$ cat config.mk
export PLATFORM = sky130hd
export DESIGN_NAME = err_rec_interlock
export DESIGN_NICKNAME = d
export VERILOG_FILES = /design/src/rtl/err_rec_pkg.sv /design/src/rtl/err_rec_rank.sv /design/src/rtl/err_rec_sig.sv /design/src/rtl/err_rec_update.sv /design/src/rtl/err_rec_interlock.sv
export SDC_FILE = /design/constraint.sdc
export NUM_CORES = 1
export LEC_CHECK = 0
export ABC_AREA = 1
export BUFFER_PORTS_ARGS = -buffer_cell sky130_fd_sc_hd__buf_2
export CAP_MARGIN = 20
export CORE_AREA = 3 3 82 84
export CTS_CLUSTER_DIAMETER = 80
export DETAILED_ROUTE_END_ITERATION = 8
export DIE_AREA = 0 0 85 87
export PLACE_DENSITY = 0.69
export REMOVE_ABC_BUFFERS = 1
export SYNTH_ARGS = -nofsm -noshare
export SYNTH_HDL_FRONTEND = slang
export SYNTH_SLANG_ARGS = --single-unit
$ cat constraint.sdc
create_clock -name clk -period 2 [get_ports clk]
set_input_delay 0.1 -clock clk [delete_from_list [all_inputs] [get_ports clk]]
set_output_delay 0.1 -clock clk [all_outputs]
set_load 0.02 [all_outputs]
$ cat src/rtl/err_rec_pkg.sv
package err_rec_pkg;
  typedef enum logic [1:0] {
    CLS_NONE = 2'd0,
    CLS_CE   = 2'd1,
    CLS_UDE  = 2'd2,
    CLS_UUE  = 2'd3
  } err_cls_e;

  typedef struct packed {
    logic       rdip;
    logic       ovf;
    logic       cont;
    logic [1:0] pri;
    logic [1:0] cls;
    logic       valid;
  } rec_stat_t;

  localparam int unsigned NUM_CLS   = 3;
  localparam logic [1:0]  A_HEADER  = 2'd0;
  localparam logic [1:0]  A_CTRL    = 2'd1;
  localparam logic [1:0]  A_STATUS  = 2'd2;
  localparam logic [1:0]  A_INFO    = 2'd3;
  localparam logic [2:0]  LAYOUT_ID = 3'd0;
endpackage

$ cat src/rtl/err_rec_rank.sv
module err_rec_rank (
  input  logic [1:0] new_cls,
  input  logic [1:0] new_pri,
  input  logic [1:0] old_cls,
  input  logic [1:0] old_pri,
  output logic       higher
);
  logic [3:0] new_rank;
  logic [3:0] old_rank;

  always_comb begin
    new_rank = {new_cls, new_pri};
    old_rank = {old_cls, old_pri};
    higher   = new_rank > old_rank;
  end
endmodule

$ cat src/rtl/err_rec_sig.sv
module err_rec_sig
  import err_rec_pkg::*;
(
  input  logic               valid,
  input  logic [1:0]         cls,
  input  logic [NUM_CLS-1:0] en,
  output logic               sig
);
  logic [NUM_CLS-1:0] hit;

  for (genvar g = 0; g < NUM_CLS; g++) begin : g_cls
    assign hit[g] = valid && (cls == 2'(g + 1)) && en[g];
  end

  assign sig = |hit;
endmodule

$ cat src/rtl/err_rec_update.sv
module err_rec_update
  import err_rec_pkg::*;
#(
  parameter int unsigned INFO_W = 32,
  parameter int unsigned DATA_W = 32
) (
  input  rec_stat_t          st_q,
  input  logic [NUM_CLS-1:0] en_q,
  input  logic [INFO_W-1:0]  info_q,
  input  logic               rpt_vld,
  input  logic [1:0]         rpt_cls,
  input  logic [1:0]         rpt_pri,
  input  logic               rpt_cont,
  input  logic [INFO_W-1:0]  rpt_info,
  input  logic               reg_wr,
  input  logic [1:0]         reg_addr,
  input  logic [DATA_W-1:0]  reg_wdata,
  input  logic               higher,
  output rec_stat_t          st_d,
  output logic [NUM_CLS-1:0] en_d,
  output logic [INFO_W-1:0]  info_d,
  output logic               upd_en
);
  logic hw_evt;

  always_comb begin
    hw_evt = rpt_vld && (rpt_cls != CLS_NONE);
    st_d   = st_q;
    en_d   = en_q;
    info_d = info_q;
    if (hw_evt) begin
      if (!st_q.valid || higher) begin
        st_d.cls   = rpt_cls;
        st_d.pri   = rpt_pri;
        st_d.cont  = rpt_cont && (rpt_cls == CLS_UUE);
        info_d     = rpt_info;
      end
      if (!st_q.valid) begin
        st_d.valid = 1'b1;
        st_d.rdip  = 1'b1;
        st_d.ovf   = 1'b0;
      end else begin
        st_d.ovf   = 1'b1;
        if (higher) st_d.rdip = 1'b0;
      end
    end else if (reg_wr) begin
      unique case (reg_addr)
        A_CTRL: begin
          en_d = reg_wdata[2 +: NUM_CLS];
          if (reg_wdata[1] && st_q.valid) st_d.rdip = 1'b1;
          if (reg_wdata[0] && st_q.rdip) begin
            st_d.valid = 1'b0;
            st_d.ovf   = 1'b0;
            st_d.rdip  = 1'b0;
          end
        end
        A_STATUS: begin
          if (!st_q.valid) begin
            st_d.cls  = reg_wdata[2:1];
            st_d.pri  = reg_wdata[4:3];
            st_d.cont = reg_wdata[5] && (reg_wdata[2:1] == CLS_UUE);
          end
        end
        default: ;
      endcase
    end
    upd_en = hw_evt || reg_wr;
  end
endmodule

$ cat src/rtl/err_rec_interlock.sv
module err_rec_interlock
  import err_rec_pkg::*;
#(
  parameter int unsigned INFO_W = 32,
  parameter int unsigned DATA_W = 32
) (
  input  logic              clk,
  input  logic              rst_n,
  input  logic              rpt_vld,
  input  logic [1:0]        rpt_cls,
  input  logic [1:0]        rpt_pri,
  input  logic              rpt_cont,
  input  logic [INFO_W-1:0] rpt_info,
  input  logic              reg_wr,
  input  logic [1:0]        reg_addr,
  input  logic [DATA_W-1:0] reg_wdata,
  output logic [DATA_W-1:0] reg_rdata,
  output logic              sum_valid,
  output logic              sig_out
);
  localparam int unsigned EN_LSB = 2;

  rec_stat_t          st_q, st_d;
  logic [NUM_CLS-1:0] en_q, en_d;
  logic [INFO_W-1:0]  info_q, info_d;
  logic               upd_en;
  logic               higher;
  logic [7:0]         stat_word;

  err_rec_rank u_rank (
    .new_cls (rpt_cls),
    .new_pri (rpt_pri),
    .old_cls (st_q.cls),
    .old_pri (st_q.pri),
    .higher  (higher)
  );

  err_rec_update #(.INFO_W(INFO_W), .DATA_W(DATA_W)) u_upd (
    .st_q      (st_q),
    .en_q      (en_q),
    .info_q    (info_q),
    .rpt_vld   (rpt_vld),
    .rpt_cls   (rpt_cls),
    .rpt_pri   (rpt_pri),
    .rpt_cont  (rpt_cont),
    .rpt_info  (rpt_info),
    .reg_wr    (reg_wr),
    .reg_addr  (reg_addr),
    .reg_wdata (reg_wdata),
    .higher    (higher),
    .st_d      (st_d),
    .en_d      (en_d),
    .info_d    (info_d),
    .upd_en    (upd_en)
  );

  err_rec_sig u_sig (
    .valid (st_q.valid),
    .cls   (st_q.cls),
    .en    (en_q),
    .sig   (sig_out)
  );

  always_ff @(posedge clk or negedge rst_n) begin
    if (!rst_n) begin
      st_q   <= '0;
      en_q   <= '0;
      info_q <= '0;
    end else if (upd_en) begin
      st_q   <= st_d;
      en_q   <= en_d;
      info_q <= info_d;
    end
  end

  always_comb begin
    stat_word = st_q;
    sum_valid = st_q.valid;
    reg_rdata = '0;
    unique case (reg_addr)
      A_HEADER: begin
        reg_rdata[2:0] = LAYOUT_ID;
        reg_rdata[8]   = st_q.valid;
      end
      A_CTRL:   reg_rdata[EN_LSB +: NUM_CLS] = en_q;
      A_STATUS: reg_rdata[7:0] = stat_word;
      A_INFO:   reg_rdata = DATA_W'(info_q);
      default:  reg_rdata = '0;
    endcase
  end
endmodule

* Word-level counts from Yosys, hierarchy flattened
Cells that the tools add are included.
** Storage, ports and cells
- Output and inout port bits :: 34
- Flip-flop bits (word level) :: 43
- Input bits :: 75
** Operators by class
- Magnitude comparators :: 1
- Reductions and logical operators :: 27
- Muxes and demuxes :: 18
- Eq/ne operators :: 11
- Bitwise gates (word level) :: 1
** Operator list (number)
- 23-bit 2-to-1 mux :: 1
- 8-bit 2-to-1 mux :: 2
- 5-bit 2-to-1 mux :: 3
- 2-bit equality test, second input constant :: 6
- 1-bit logical AND :: 11
- 5-bit AND reduction :: 2
- 2-bit nonzero test :: 5
- 4-bit AND reduction :: 2
- 2-bit 2-to-1 mux :: 3
- 2-bit case mux with 3 select lines :: 1
- 3-bit case mux with 2 select lines :: 1
- 2-bit by 1-bit equality test with 1-bit output, second input constant :: 2
- 4-bit > comparator :: 1
- 1-bit 2-to-1 mux :: 4
- 1-bit case mux with 4 select lines :: 1
- 2-bit case mux with 2 select lines :: 1
- 3-bit by 2-bit != test with 1-bit output, second input constant :: 1
- 3-bit AND reduction :: 1
- 3-bit nonzero test :: 1
- 3-bit OR reduction :: 1
- 2-bit zero test :: 1
- 1-bit logical OR :: 2
- 2-bit by 1-bit != test with 1-bit output, second input constant :: 1
- 2-bit != test, second input constant :: 1
- other kinds (3) :: 3

* Logic depth before layout (Yosys ltp)
Gate-level depths: netlist of run 1.
- Depth in word-level cells :: 6
- Depth in mapped cells :: 13
- Gate-level depth less buffers :: 12

* Modules after synthesis
From an unflattened synthesis of run 1, not the netlist that was laid out.
** Unflattened totals
- Cell total of the unflattened synthesis :: 478
- Area total of the unflattened synthesis :: 3072.9 um^2
** By module, submodules not included
- err_rec_interlock :: times used 1, cells each 265, sequential area each 1076.0 um^2, area an instance 2058.2 um^2
- err_rec_update :: times used 1, cells each 186, sequential area each 0.0 um^2, area an instance 870.8 um^2
- err_rec_rank :: times used 1, cells each 19, sequential area each 0.0 um^2, area an instance 108.9 um^2
- err_rec_sig :: times used 1, cells each 8, sequential area each 0.0 um^2, area an instance 35.0 um^2

* Least setup slack after synthesis of run 1
No wires, ideal clock.
- Path type :: register to register
- Start :: register, netlist name st_q[2]
- End :: register info_q[10]
- Slack :: 487 ps
- Stages on the path, launching flop included :: 13
- Arrival :: 1397 ps
- Setup time :: 116 ps
- Required time :: 1884 ps
- Path buffers :: 2
- Clock period less this slack :: 1513 ps
- Cells stage by stage :: dfrtp_1 inv_1 ha_1 nand2_1 inv_1 nand2_1 nand2_1 nand2_1 nand2_2 buf_6 buf_6 nand3_2 nand2_1
** Between the ends
- Cells in the longest elaborated chain, start to end :: 3
** Ends and longest elaborated chain
- 4-bit > comparator :: RTL line err_rec_rank.sv:14 : higher = new_rank > old_rank;
- 1-bit logical OR :: RTL line err_rec_update.sv:32 : if (!st_q.valid || higher) begin
- 3-bit AND reduction (no line)
- to (signal assigned) :: RTL line err_rec_interlock.sv:72 : info_q <= info_d;
- to (decl) :: RTL line err_rec_interlock.sv:25 : logic [INFO_W-1:0] info_q, info_d;
Every way passes these cells.
A chain may end at the register's enable or synchronous reset.

* Worst setup path in the final report of run 1
- Start :: register, netlist name st_q[1]
- End :: register info_q[18]
** Between the ends
- Cells in the longest elaborated chain, start to end :: 3
** Ends and longest elaborated chain (RTL line)
- 4-bit > comparator :: err_rec_rank.sv:14
- 1-bit logical OR :: err_rec_update.sv:32
- 3-bit AND reduction (no line)
Every way passes these cells.

==> impl_results.md, run 1 <==
* Run status: finished clean
* Overall fraction of global-route tracks in use at 16.1%
* Count of pins over their slew limit at 0
* Number of nets in the finished design at a little under 500
* Vias in the first global route at 2048
* Detailed Routing Iterations Pass 1 at 4
* Average routed wire per standard cell at about 12 microns
* Number of enable-type register cells in the synthesized netlist at 0
* Static Leak at 1.89 nW
* Proportion of power drawn by the clock network at 20.6%
* Inserted Diodes at 0
* Drc violations at 0
* Ys flop type: sky130_fd_sc_hd__dfrtp_1
* CTS tree: done
* Core Area at between 5000 and 6000 sq um
* Hold/Removal Path Class: in -> reg
* Final setup vio count at 0
* Crit path DAT at 1.87 ns
* Vertical die dimension at ~87 microns
* Clock skew at 0.00533 ns
* I/O pin cnt at 109
* 1st-iter DRT viols at 105
* Count of maximum capacitance violations at 0
* Time the final worst path needs with I/O delays and setup at 1.69 ns
* Fraction of layout cells with a size suffix above 1 at 27.5%
* Worst-Margin Slew at 0.404 ns
* Layout overhead on the synthesized area at 25.1%
* Overflow left after global routing at 0
* Cell accounting for the most synthesized area: sky130_fd_sc_hd__dfrtp_1
* Number of H-tree levels at 2
* Post-CTS Setup Inserts at 0
* Worst-case hold slack at ~0.038 ns
* Setup tns final at 0 ns
* Tightest slew margin relative to the limit at about three quarters
* Average cell area after synthesis at 7.55 sq um
* Share of power burned in registers at 42.2%
* Final WS setup at 0.308 ns
* Met2 usage in global routing at 25.3%
* Switching share of total power at 37.9%
* Flops & latches, synth at 43
* Minimum setup slack among reg-to-reg paths at 0.31 ns
* Met3 usage in global routing at 3.12%
* Most crowded layer after global routing: met2
* Horizontal die dimension at 85 microns
* Overall power at 3.35 mW
* Share of Yosys cell area claimed by the top area cell type at 44.6%
* Critical path endpoint category: flop
* Peak ir drop on the vdd network at 748 uV
* Clock latency of the later-clocked register in the worst-skew pair at 0.29 ns
* Startpoint of the worst register-to-register path: st_q[1]
* Clock Root Buffer: sky130_fd_sc_hd__clkbuf_8
* Initial antenna violation count at 0
* Reported net switching power at approximately 1.3 mW
* Sequential share of the synthesized area at 44.6%
* Fraction of the cycle the final worst path needs at 84.6%
* Total power divided by cell area at between 1000 and 1500 nW/um^2
* Core Rows at 28
* Hold Violations, Final at 0
* Setup repair after global routing missed its margin: no
* Share of synthesized flip-flops with an asynchronous set or reset at 100%
* Share of power burned in combinational logic at 37.1%
* Die footprint at 7400 sq um
* Number of warning messages in the yosys log at 0
* Initial cell density of the core at 40.3%
* Util after Layout at 50.4%
* Wire length reported by the detailed router at 5.86 mm
* Inserted Clock Buffers at 5
* Bufs on Longest Clock Path at 2
* CTS clock-pin slew for the worst setup and hold paths at 0.08 ns
* Required @ worst endpoint at 2.18 ns
* Post-DR vias/cell at 4.62
* Origin of the worst setup path: st_q[1]
* Pin count of the biggest net entering global routing at 33
* Maximum achievable frequency at 591 MHz
* Global placer's final weighted congestion at a little under 0.8
* Count of fill cells added during filler insertion at 622
* Top cells by area, synth: sky130_fd_sc_hd__dfrtp_1 (45%), sky130_fd_sc_hd__nand2_1 (21%), sky130_fd_sc_hd__nand3_1 (7.0%)
* Global-route wire length before repair at 9.66 mm
* GRT met1 Usage at 23.4%
* Detailed placer's ending HPWL at around 4.4 mm
* Total number of vias at around 2.2k
* Top fanout value on the critical path at 32
* Cell-internal power at 2.08 mW
* Type of the setup path with the least slack: reg -> reg
* Critical Path Source Type: flop
* Post-synthesis cell area at around 2400 sq um
* Total number of clock tree sinks at 43
* Final antenna-violating net count at 0
* Placed insts at 470
* Mapped Cells at 320
* Number of cells in the finished layout apart from fillers at 479
* Number of port buffers at 82
* Total cell area at the placement stage at 2890 sq um
* Final standard cell area without fillers at 3020 sq um
* Post-Place Worst Slack at 0.316 ns
* Start point of the worst min-delay path: rpt_info[26]
* Yosys cell types at 22
## layer usage
metal	routed length, microns	share of wire (%)
met5	0	0
met4	20	0.34
met3	374	6.4
met2	2700	46
met1	2760	47
## worst max-delay path: stages, from the launching register on
cell and delay, ns:
sky130_fd_sc_hd__dfrtp_1 0.40, sky130_fd_sc_hd__inv_1 0.09, sky130_fd_sc_hd__ha_1 0.28, sky130_fd_sc_hd__nand2_1 0.05
sky130_fd_sc_hd__inv_1 0.06, sky130_fd_sc_hd__nand2_1 0.05, sky130_fd_sc_hd__nand2_1 0.05, sky130_fd_sc_hd__nand2_1 0.08
sky130_fd_sc_hd__nand2_2 0.14, sky130_fd_sc_hd__nand2_2 0.08, sky130_fd_sc_hd__buf_12 0.17, sky130_fd_sc_hd__nand2_1 0.07
sky130_fd_sc_hd__nand2_1 0.05
## registers in the layout (all words and copies together) (netlist names)
name and cells:
st_q 7, info_q 32, en_q 3, sum_valid 1
## kinds of logic (layout without fill, tap and decap cells)
logic type      Yosys count  in the layout  share of synthesized area [%]
simple gates            184            184                           33.4
buf+inv                  60            144                           11.4
flops                    43             43                           44.6
compound gates           24             24                           5.96
fa+ha+maj                 9              9                           4.66
## cells in the mapped netlist, types with 2 or more instances
library cell and count:
sky130_fd_sc_hd__nand3_2 10, sky130_fd_sc_hd__a22o_1 2, sky130_fd_sc_hd__buf_6 5, sky130_fd_sc_hd__a21oi_1 3, sky130_fd_sc_hd__ha_1 9, sky130_fd_sc_hd__buf_2 4
sky130_fd_sc_hd__nand3_1 34, sky130_fd_sc_hd__nand2_2 2, sky130_fd_sc_hd__o211ai_1 2, sky130_fd_sc_hd__clkbuf_1 3, sky130_fd_sc_hd__dfrtp_1 43, sky130_fd_sc_hd__nor2_1 2
sky130_fd_sc_hd__inv_1 45, sky130_fd_sc_hd__o21ai_1 4, sky130_fd_sc_hd__nand2_1 133, sky130_fd_sc_hd__o21ai_0 12, sky130_fd_sc_hd__buf_4 2
## cell type report
class,instances,area [sq um],share of cell area (%)
Inverter,46,173,5.71
Sequential cell,43,1080,35.6
Timing Repair Buffer,90,498,16.5
Clock buffer,6,82.6,2.73
Multi-Input combinational cell,217,1060,35.2
Clock inverter,2,35.0,1.16
Tap cell,75,93.8,3.11
## cells in the final DEF (no fill, tap or decap)
master / count
sky130_fd_sc_hd__o21ai_0: 12
sky130_fd_sc_hd__o21ai_4: 1
sky130_fd_sc_hd__buf_12: 2
sky130_fd_sc_hd__o21ai_1: 4
sky130_fd_sc_hd__inv_1: 45
sky130_fd_sc_hd__a22o_1: 2
sky130_fd_sc_hd__ha_1: 9
sky130_fd_sc_hd__clkbuf_8: 6
sky130_fd_sc_hd__bufinv_16: 1
sky130_fd_sc_hd__nand2_2: 2
sky130_fd_sc_hd__buf_2: 82
sky130_fd_sc_hd__dlygate4sd3_1: 1
sky130_fd_sc_hd__inv_2: 1
sky130_fd_sc_hd__nor4_1: 1
sky130_fd_sc_hd__nand3_1: 34
sky130_fd_sc_hd__nand3_2: 10
sky130_fd_sc_hd__nor3_1: 1
sky130_fd_sc_hd__nand2_1: 133
sky130_fd_sc_hd__nor2_1: 2
sky130_fd_sc_hd__a21oi_1: 3
sky130_fd_sc_hd__buf_4: 5
sky130_fd_sc_hd__nand4_1: 1
sky130_fd_sc_hd__clkinv_2: 1
sky130_fd_sc_hd__o211ai_1: 2
sky130_fd_sc_hd__dfrtp_1: 43
## worst paths after layout
check / to / cells after the start
setup / recovery: info_q[18] / 12
hold / removal: info_q[26] / 3
setup reg to reg: info_q[18] / 12
hold reg to reg: info_q[2] / 2
max in group asynchronous: info_q[18] / 3
min in group asynchronous: info_q[7] / 2
## power by group through the flow
stage / sequential [mW] / clock [mW] / combinational, mW
after floorplan: 1.38 / 0 / 0.811
after global routing: 1.45 / 0.760 / 1.41
after CTS: 1.41 / 0.719 / 1.26
after global placement: 1.41 / 0 / 1.23
final: 1.41 / 0.691 / 1.24
after detailed placement: 1.43 / 0 / 1.26
## what timing repair did
| item | CTS | global route |
|---|---|---|
| hold buffers | 1 | 0 |
| hold endpoints to repair | 13 | 0 |
| resized for setup | 0 | 0 |
(Power assumes the default switching activity.)
==> run 2, diff against run 1 <==
==> constraint.sdc (replaced) <==
create_clock -name clk -period 1.75 [get_ports clk]
set_input_delay 0.0875 -clock clk [delete_from_list [all_inputs] [get_ports clk]]
set_output_delay 0.0875 -clock clk [all_outputs]
set_load 0.02 [all_outputs]
==> run 2 against run 1 <==
  * Sequential share of layout area down 0.91 points
  * Global-route usage increased by 0.28 points
  * Clock skew increased by 0.0018 ns
  * Fmax up 1.5%
  * Non-clock buffer count up 6
  * Worst setup slack worse by 0.22 ns
  * Clock power fell by 10%
  * Sequential cell count stayed put
  * Critical path depth did not move
  * Sequential power is 15% higher
==> impl_results.md, run 2 (same netlist as run 1, synthesis figures left out) <==
* Total power divided by cell area at ~1200 nW/um^2
* Static Leak at around 1.9 nW
* I/O pin cnt at between 100 and 150
* Run status: finished clean
* Count of pins over their slew limit at 0
* Share of power burned in combinational logic at 41.4%
* Bufs on Longest Clock Path at 2
* Final antenna-violating net count at 0
* Drc violations at 0
* Final WS setup at 0.0833 ns
* Number of port buffers at 82
* Global-route wire length before repair at a little under 10 mm
* CTS clock-pin slew for the worst setup and hold paths at 0.08 ns
* 1st-iter DRT viols at roughly 60
* Horizontal die dimension at 85 microns
* Inserted Diodes at 0
* Largest Register: info_q
* Hold Violations, Final at 0
* Post-Place Worst Slack at 0.0498 ns
* Clock Root Buffer: sky130_fd_sc_hd__clkbuf_8
* Core Area at about 6000 sq um
* Reported net switching power at approximately 1.5 mW
* Time the final worst path needs with I/O delays and setup at 1.67 ns
* Critical Path Source Type: flop
* Proportion of power drawn by the clock network at 16.2%
* Number of cells in the finished layout apart from fillers at ~490
* Setup tns final at 0 ns
* Placed insts at 472
* Share of power burned in registers at between 40% and 50%
* Fraction of layout cells with a size suffix above 1 at between 20 and 30%
* Detailed Routing Iterations Pass 1 at 4
* Type of the setup path with the least slack: reg -> reg
* Vias in the first global route at 2086
* Fraction of the cycle the final worst path needs at 95.2%
* Final setup vio count at 0
* Tightest slew margin relative to the limit at 67.9%
* Peak ir drop on the vdd network at 592 uV
* Inserted Clock Buffers at 5
* Total number of vias at 2278
* Cell-internal power at about 2.3 mW
* Post-DR vias/cell at approximately 4.7
* Number of H-tree levels at 2
* Clock latency of the later-clocked register in the worst-skew pair at 0.30 ns
* Initial cell density of the core at 40.3%
* Worst-Margin Slew at 0.482 ns
* Initial antenna violation count at 0
* Hold/Removal Path Class: in -> reg
* Global placer's final weighted congestion at 0.791
* Critical path endpoint category: flop
* Number of flip-flops under the largest register name at 32
* Required @ worst endpoint at a little under 2 ns
* Core Rows at 28
* Highest-count cells in the layout ignoring fill and taps: sky130_fd_sc_hd__nand2_1 (132), sky130_fd_sc_hd__buf_2 (82), sky130_fd_sc_hd__dfrtp_1 (43), sky130_fd_sc_hd__inv_1 (42), sky130_fd_sc_hd__nand3_1 (34)
* Detailed placer's ending HPWL at between 4 and 5 mm
* Top fanout value on the critical path at 6
* Maximum achievable frequency at 600 MHz
* Overall fraction of global-route tracks in use at approximately 16%
* Layout overhead on the synthesized area at 28.4%
* Pin count of the biggest net entering global routing at 23
* Crit path DAT at about 1.9 ns
* Die footprint at 7400 sq um
* Switching share of total power at 40.0%
* Overflow left after global routing at 0
* Clock skew at 0.00710 ns
* Vertical die dimension at 87 microns
* Wire length reported by the detailed router at 6.20 mm
* Count of maximum capacitance violations at 0
* Most common cell after layout, fill and taps aside: sky130_fd_sc_hd__nand2_1
* Total number of clock tree sinks at 43
* Number of nets in the finished design at 493
* Largest registers: info_q: 32 flops, st_q: 7 flops, en_q: 3 flops
* CTS tree: done
* Average routed wire per standard cell at 12.8 microns
* Overall power at about 3.8 mW
[run 2: per-layer routing]
| layer | global-route usage [%] | vias up | share of wire (%) |
|---|---|---|---|
| li1 | - | 1166 | - |
| met1 | 22.4 | 1025 | 46 |
| met2 | 27.0 | 80 | 48 |
| met3 | 3.78 | 7 | 5.9 |
| met4 | 3.02 | 0 | 0.66 |
| met5 | 0 | - | 0 |
[run 2: final cells by class]
cell class | count | area (sq um)
timing repair buffer | 96 | 563
fill | 612 | 2890
tap | 75 | 93.8
multi-input combinational | 217 | 1110
inverter | 46 | 173
sequential | 43 | 1080
clock buffer | 6 | 72.6
clock inverter | 2 | 12.5
[run 2: final timing paths]
path / endpoint / cells past startpoint / slack, ns / from
worst max-delay path: info_q[13] / 12 / 0.08 / st_q[1]
worst min-delay path: info_q[26] / 3 / 0.02 / rpt_info[26]
worst max register to register: info_q[13] / 12 / 0.08 / st_q[1]
worst min register to register: info_q[23] / 2 / 0.47 / info_q[23]
max in group asynchronous: sum_valid / 3 / 0.78 / rst_n
min in group asynchronous: info_q[23] / 2 / 0.28 / rst_n
[run 2: worst max-delay path: stages (launching register included)]
cell                      delay, ns
sky130_fd_sc_hd__dfrtp_1       0.41
sky130_fd_sc_hd__inv_2         0.07
sky130_fd_sc_hd__ha_1          0.27
sky130_fd_sc_hd__nand2_1       0.05
sky130_fd_sc_hd__inv_2         0.05
sky130_fd_sc_hd__nand2_1       0.04
sky130_fd_sc_hd__nand2_1       0.06
sky130_fd_sc_hd__nand2_2       0.08
sky130_fd_sc_hd__nand2_4       0.14
sky130_fd_sc_hd__nand2_8       0.09
sky130_fd_sc_hd__buf_4         0.18
sky130_fd_sc_hd__nand2_1       0.05
sky130_fd_sc_hd__nand2_1       0.04
[run 2: stage by stage]
stage,util (%),area [sq um],hold WS [ns]
after floorplan,-,2310,-0.208
final,51.8,3100,0.0167
after global routing,51.8,3100,0.00778
after detailed placement,48.4,2900,0.0777
after global placement,48.4,2900,0.0729
after CTS,49.9,2990,0.00859
[run 2: power groups by stage]
stage | sequential [mW] | clock [mW] | combinational, mW
floorplan | 1.58 | 0 | 0.927
global placement | 1.62 | 0 | 1.39
detailed placement | 1.63 | 0 | 1.42
CTS | 1.62 | 0.649 | 1.43
global route | 1.67 | 0.687 | 1.79
finish | 1.62 | 0.620 | 1.59
[run 2: repair_timing]
action,4_1_cts,5_1_grt
resized for setup,0,13
setup endpoints to repair,0,32
hold endpoints to repair,21,0
setup buffers,0,1
hold buffers,1,0
==> run 3, diff against run 2 <==
--- a/config.mk
+++ b/config.mk
@@ -9,6 +9,7 @@
 export BUFFER_PORTS_ARGS = -buffer_cell sky130_fd_sc_hd__buf_2
 export CAP_MARGIN = 20
 export CORE_AREA = 3 3 82 84
+export CTS_BUF_LIST = sky130_fd_sc_hd__clkbuf_8
 export CTS_CLUSTER_DIAMETER = 80
 export DETAILED_ROUTE_END_ITERATION = 8
 export DIE_AREA = 0 0 85 87
==> run 3 against run 2 <==
  * Sequential cell count stayed put
  * Combinational power hardly changed
  * Global-route usage stayed put
  * Final cell count stayed put
  * Count of clock-buffer cells in the layout is 1 lower
  * Worst setup slack better by 0.0017 ns
  * Die area stayed put
==> impl_results.md, run 3 (same netlist as run 1, synthesis figures left out) <==
* Cell-internal power at 2.29 mW
* Clock Root Buffer: sky130_fd_sc_hd__clkbuf_8
* Initial cell density of the core at 40.3%
* Share of power burned in combinational logic at 41.5%
* Required @ worst endpoint at 1.94 ns
* Inserted Diodes at 0
* Bufs on Longest Clock Path at 2
* I/O pin cnt at 109
* Count of pins over their slew limit at 0
* Critical Path Source Type: flop
* Count of fill cells added during filler insertion at 612
* Clock skew at 0.00698 ns
* Total number of clock tree sinks at 43
* CTS clock-pin slew for the worst setup and hold paths at 0.08 ns
* Worst-Margin Slew at 0.485 ns
* Hold/Removal Path Class: in -> reg
* Final setup vio count at 0
* Run status: finished clean
* Die footprint at 7400 sq um
* Global placer's final weighted congestion at 0.791
* Multi-input gate area at 1110 sq um
* Total number of vias at 2274
* Overall fraction of global-route tracks in use at between 10% and 20%
* Count of maximum capacitance violations at 0
* Origin of the worst setup path: st_q[1]
* CTS tree: done
* Number of port buffers at around 80
* Hold Violations, Final at 0
* Detailed placer's ending HPWL at 4.48 mm
* Placed insts at roughly 470
* Static Leak at 1.91 nW
* Number of H-tree levels at 2
* Switching share of total power at 40.1%
* Horizontal die dimension at roughly 85 microns
* Peak ir drop on the vdd network at 592 uV
* Average routed wire per standard cell at 12.9 microns
* Inserted Clock Buffers at 5
* Proportion of power drawn by the clock network at 16.0%
* Largest registers: info_q: 32 flops, st_q: 7 flops, en_q: 3 flops
* Vias in the first global route at 2086
* Global-route wire length before repair at roughly 9.8 mm
* Drc violations at 0
* Wire length reported by the detailed router at 6.24 mm
* Overall power at 3.83 mW
* Maximum achievable frequency at 601 MHz
* Startpoint of the worst register-to-register path: st_q[1]
* Tightest slew margin relative to the limit at 67.7%
* Number of cells in the finished layout apart from fillers at 485
* Setup tns final at 0 ns
* Fraction of the cycle the final worst path needs at 95.1%
* Total power divided by cell area at approximately 1200 nW/um^2
* Number of nets in the finished design at 493
* Critical path endpoint category: flop
* Highest-count cells in the layout ignoring fill and taps: sky130_fd_sc_hd__nand2_1 (132), sky130_fd_sc_hd__buf_2 (82), sky130_fd_sc_hd__inv_1 (43), sky130_fd_sc_hd__dfrtp_1 (43), sky130_fd_sc_hd__nand3_1 (34)
* Number of flip-flops under the largest register name at 32
* Most common cell after layout, fill and taps aside: sky130_fd_sc_hd__nand2_1
* Layout overhead on the synthesized area at 28.4%
* Crit path DAT at about 1.9 ns
* Top fanout value on the critical path at 6
* Reported net switching power at 1.54 mW
* Storage cell area at around 1100 sq um
* Core Area at 5990 sq um
* Time the final worst path needs with I/O delays and setup at 1.67 ns
* Clock latency of the later-clocked register in the worst-skew pair at 0.30 ns
* Detailed Routing Iterations Pass 1 at 4
* Vertical die dimension at 87 microns
* Fraction of layout cells with a size suffix above 1 at 29.8%
* Core Rows at 28
* Post-DR vias/cell at between 4 and 5
* Initial antenna violation count at 0
* Start point of the worst min-delay path: rpt_info[26]
* Share of power burned in registers at 42.4%
* Overflow left after global routing at 0
* Worst-case hold slack at 0.0167 ns
* Final antenna-violating net count at 0
* 1st-iter DRT viols at 64
* Type of the setup path with the least slack: reg -> reg
* Pin count of the biggest net entering global routing at 23
* Largest Register: info_q
==> run 3: worst paths after layout <==
kind / cells past startpoint / to / slack, ns
setup / recovery: 12 / info_q[13] / 0.08
hold / removal: 3 / info_q[26] / 0.02
setup reg to reg: 12 / info_q[13] / 0.08
hold reg to reg: 2 / info_q[23] / 0.48
max in group asynchronous: 3 / sum_valid / 0.78
min in group asynchronous: 2 / info_q[23] / 0.28
==> run 3: power groups by stage <==
stage | Clock (mW) | Sequential [mW] | Combinational (mW)
finish | 0.614 | 1.62 | 1.59
global route | 0.682 | 1.67 | 1.79
CTS | 0.644 | 1.62 | 1.43
detailed placement | 0 | 1.63 | 1.42
global placement | 0 | 1.62 | 1.39
floorplan | 0 | 1.58 | 0.927
==> run 3: layer usage <==
layer | part of all wire [%] | global-route usage, % | routed length (microns)
met1 | 46 | 22.4 | 2870
met2 | 47 | 27.0 | 2950
met3 | 5.9 | 3.78 | 370
met4 | 0.66 | 3.02 | 41
met5 | 0 | 0 | 0
==> run 3: layout make-up <==
cell class / count / area share [%]
Multi-Input combinational cell: 217 / 35.8
Clock buffer: 5 / 2.22
Clock inverter: 3 / 0.525
Tap cell: 75 / 3.03
Timing Repair Buffer: 96 / 18.2
Inverter: 46 / 5.57
Sequential cell: 43 / 34.7
==> run 3: critical path, cell delays in order (launching register included) <==
cell                      delay [ns]
sky130_fd_sc_hd__dfrtp_1        0.41
sky130_fd_sc_hd__inv_2          0.07
sky130_fd_sc_hd__ha_1           0.27
sky130_fd_sc_hd__nand2_1        0.05
sky130_fd_sc_hd__inv_2          0.05
sky130_fd_sc_hd__nand2_1        0.04
sky130_fd_sc_hd__nand2_1        0.06
sky130_fd_sc_hd__nand2_2        0.08
sky130_fd_sc_hd__nand2_4        0.14
sky130_fd_sc_hd__nand2_8        0.09
sky130_fd_sc_hd__buf_4          0.18
sky130_fd_sc_hd__nand2_1        0.05
sky130_fd_sc_hd__nand2_1        0.04
==> run 3: per-stage QoR <==
stage	setup WS [ns]	instance area [sq um]	util, %
6_report	0.0850	3100	51.8
5_1_grt	-0.0119	3100	51.8
4_1_cts	0.0236	2990	49.9
3_5_place_dp	0.0498	2900	48.4
3_3_place_gp	0.0674	2900	48.4
2_1_floorplan	-0.323	2310	-
==> run 3: repair_timing <==
item	4_1_cts	5_1_grt
gates resized for setup	0	14
hold buffers	1	0
endpoints found under the hold margin	21	0
setup buffers	0	1
endpoints found under the setup margin	0	32
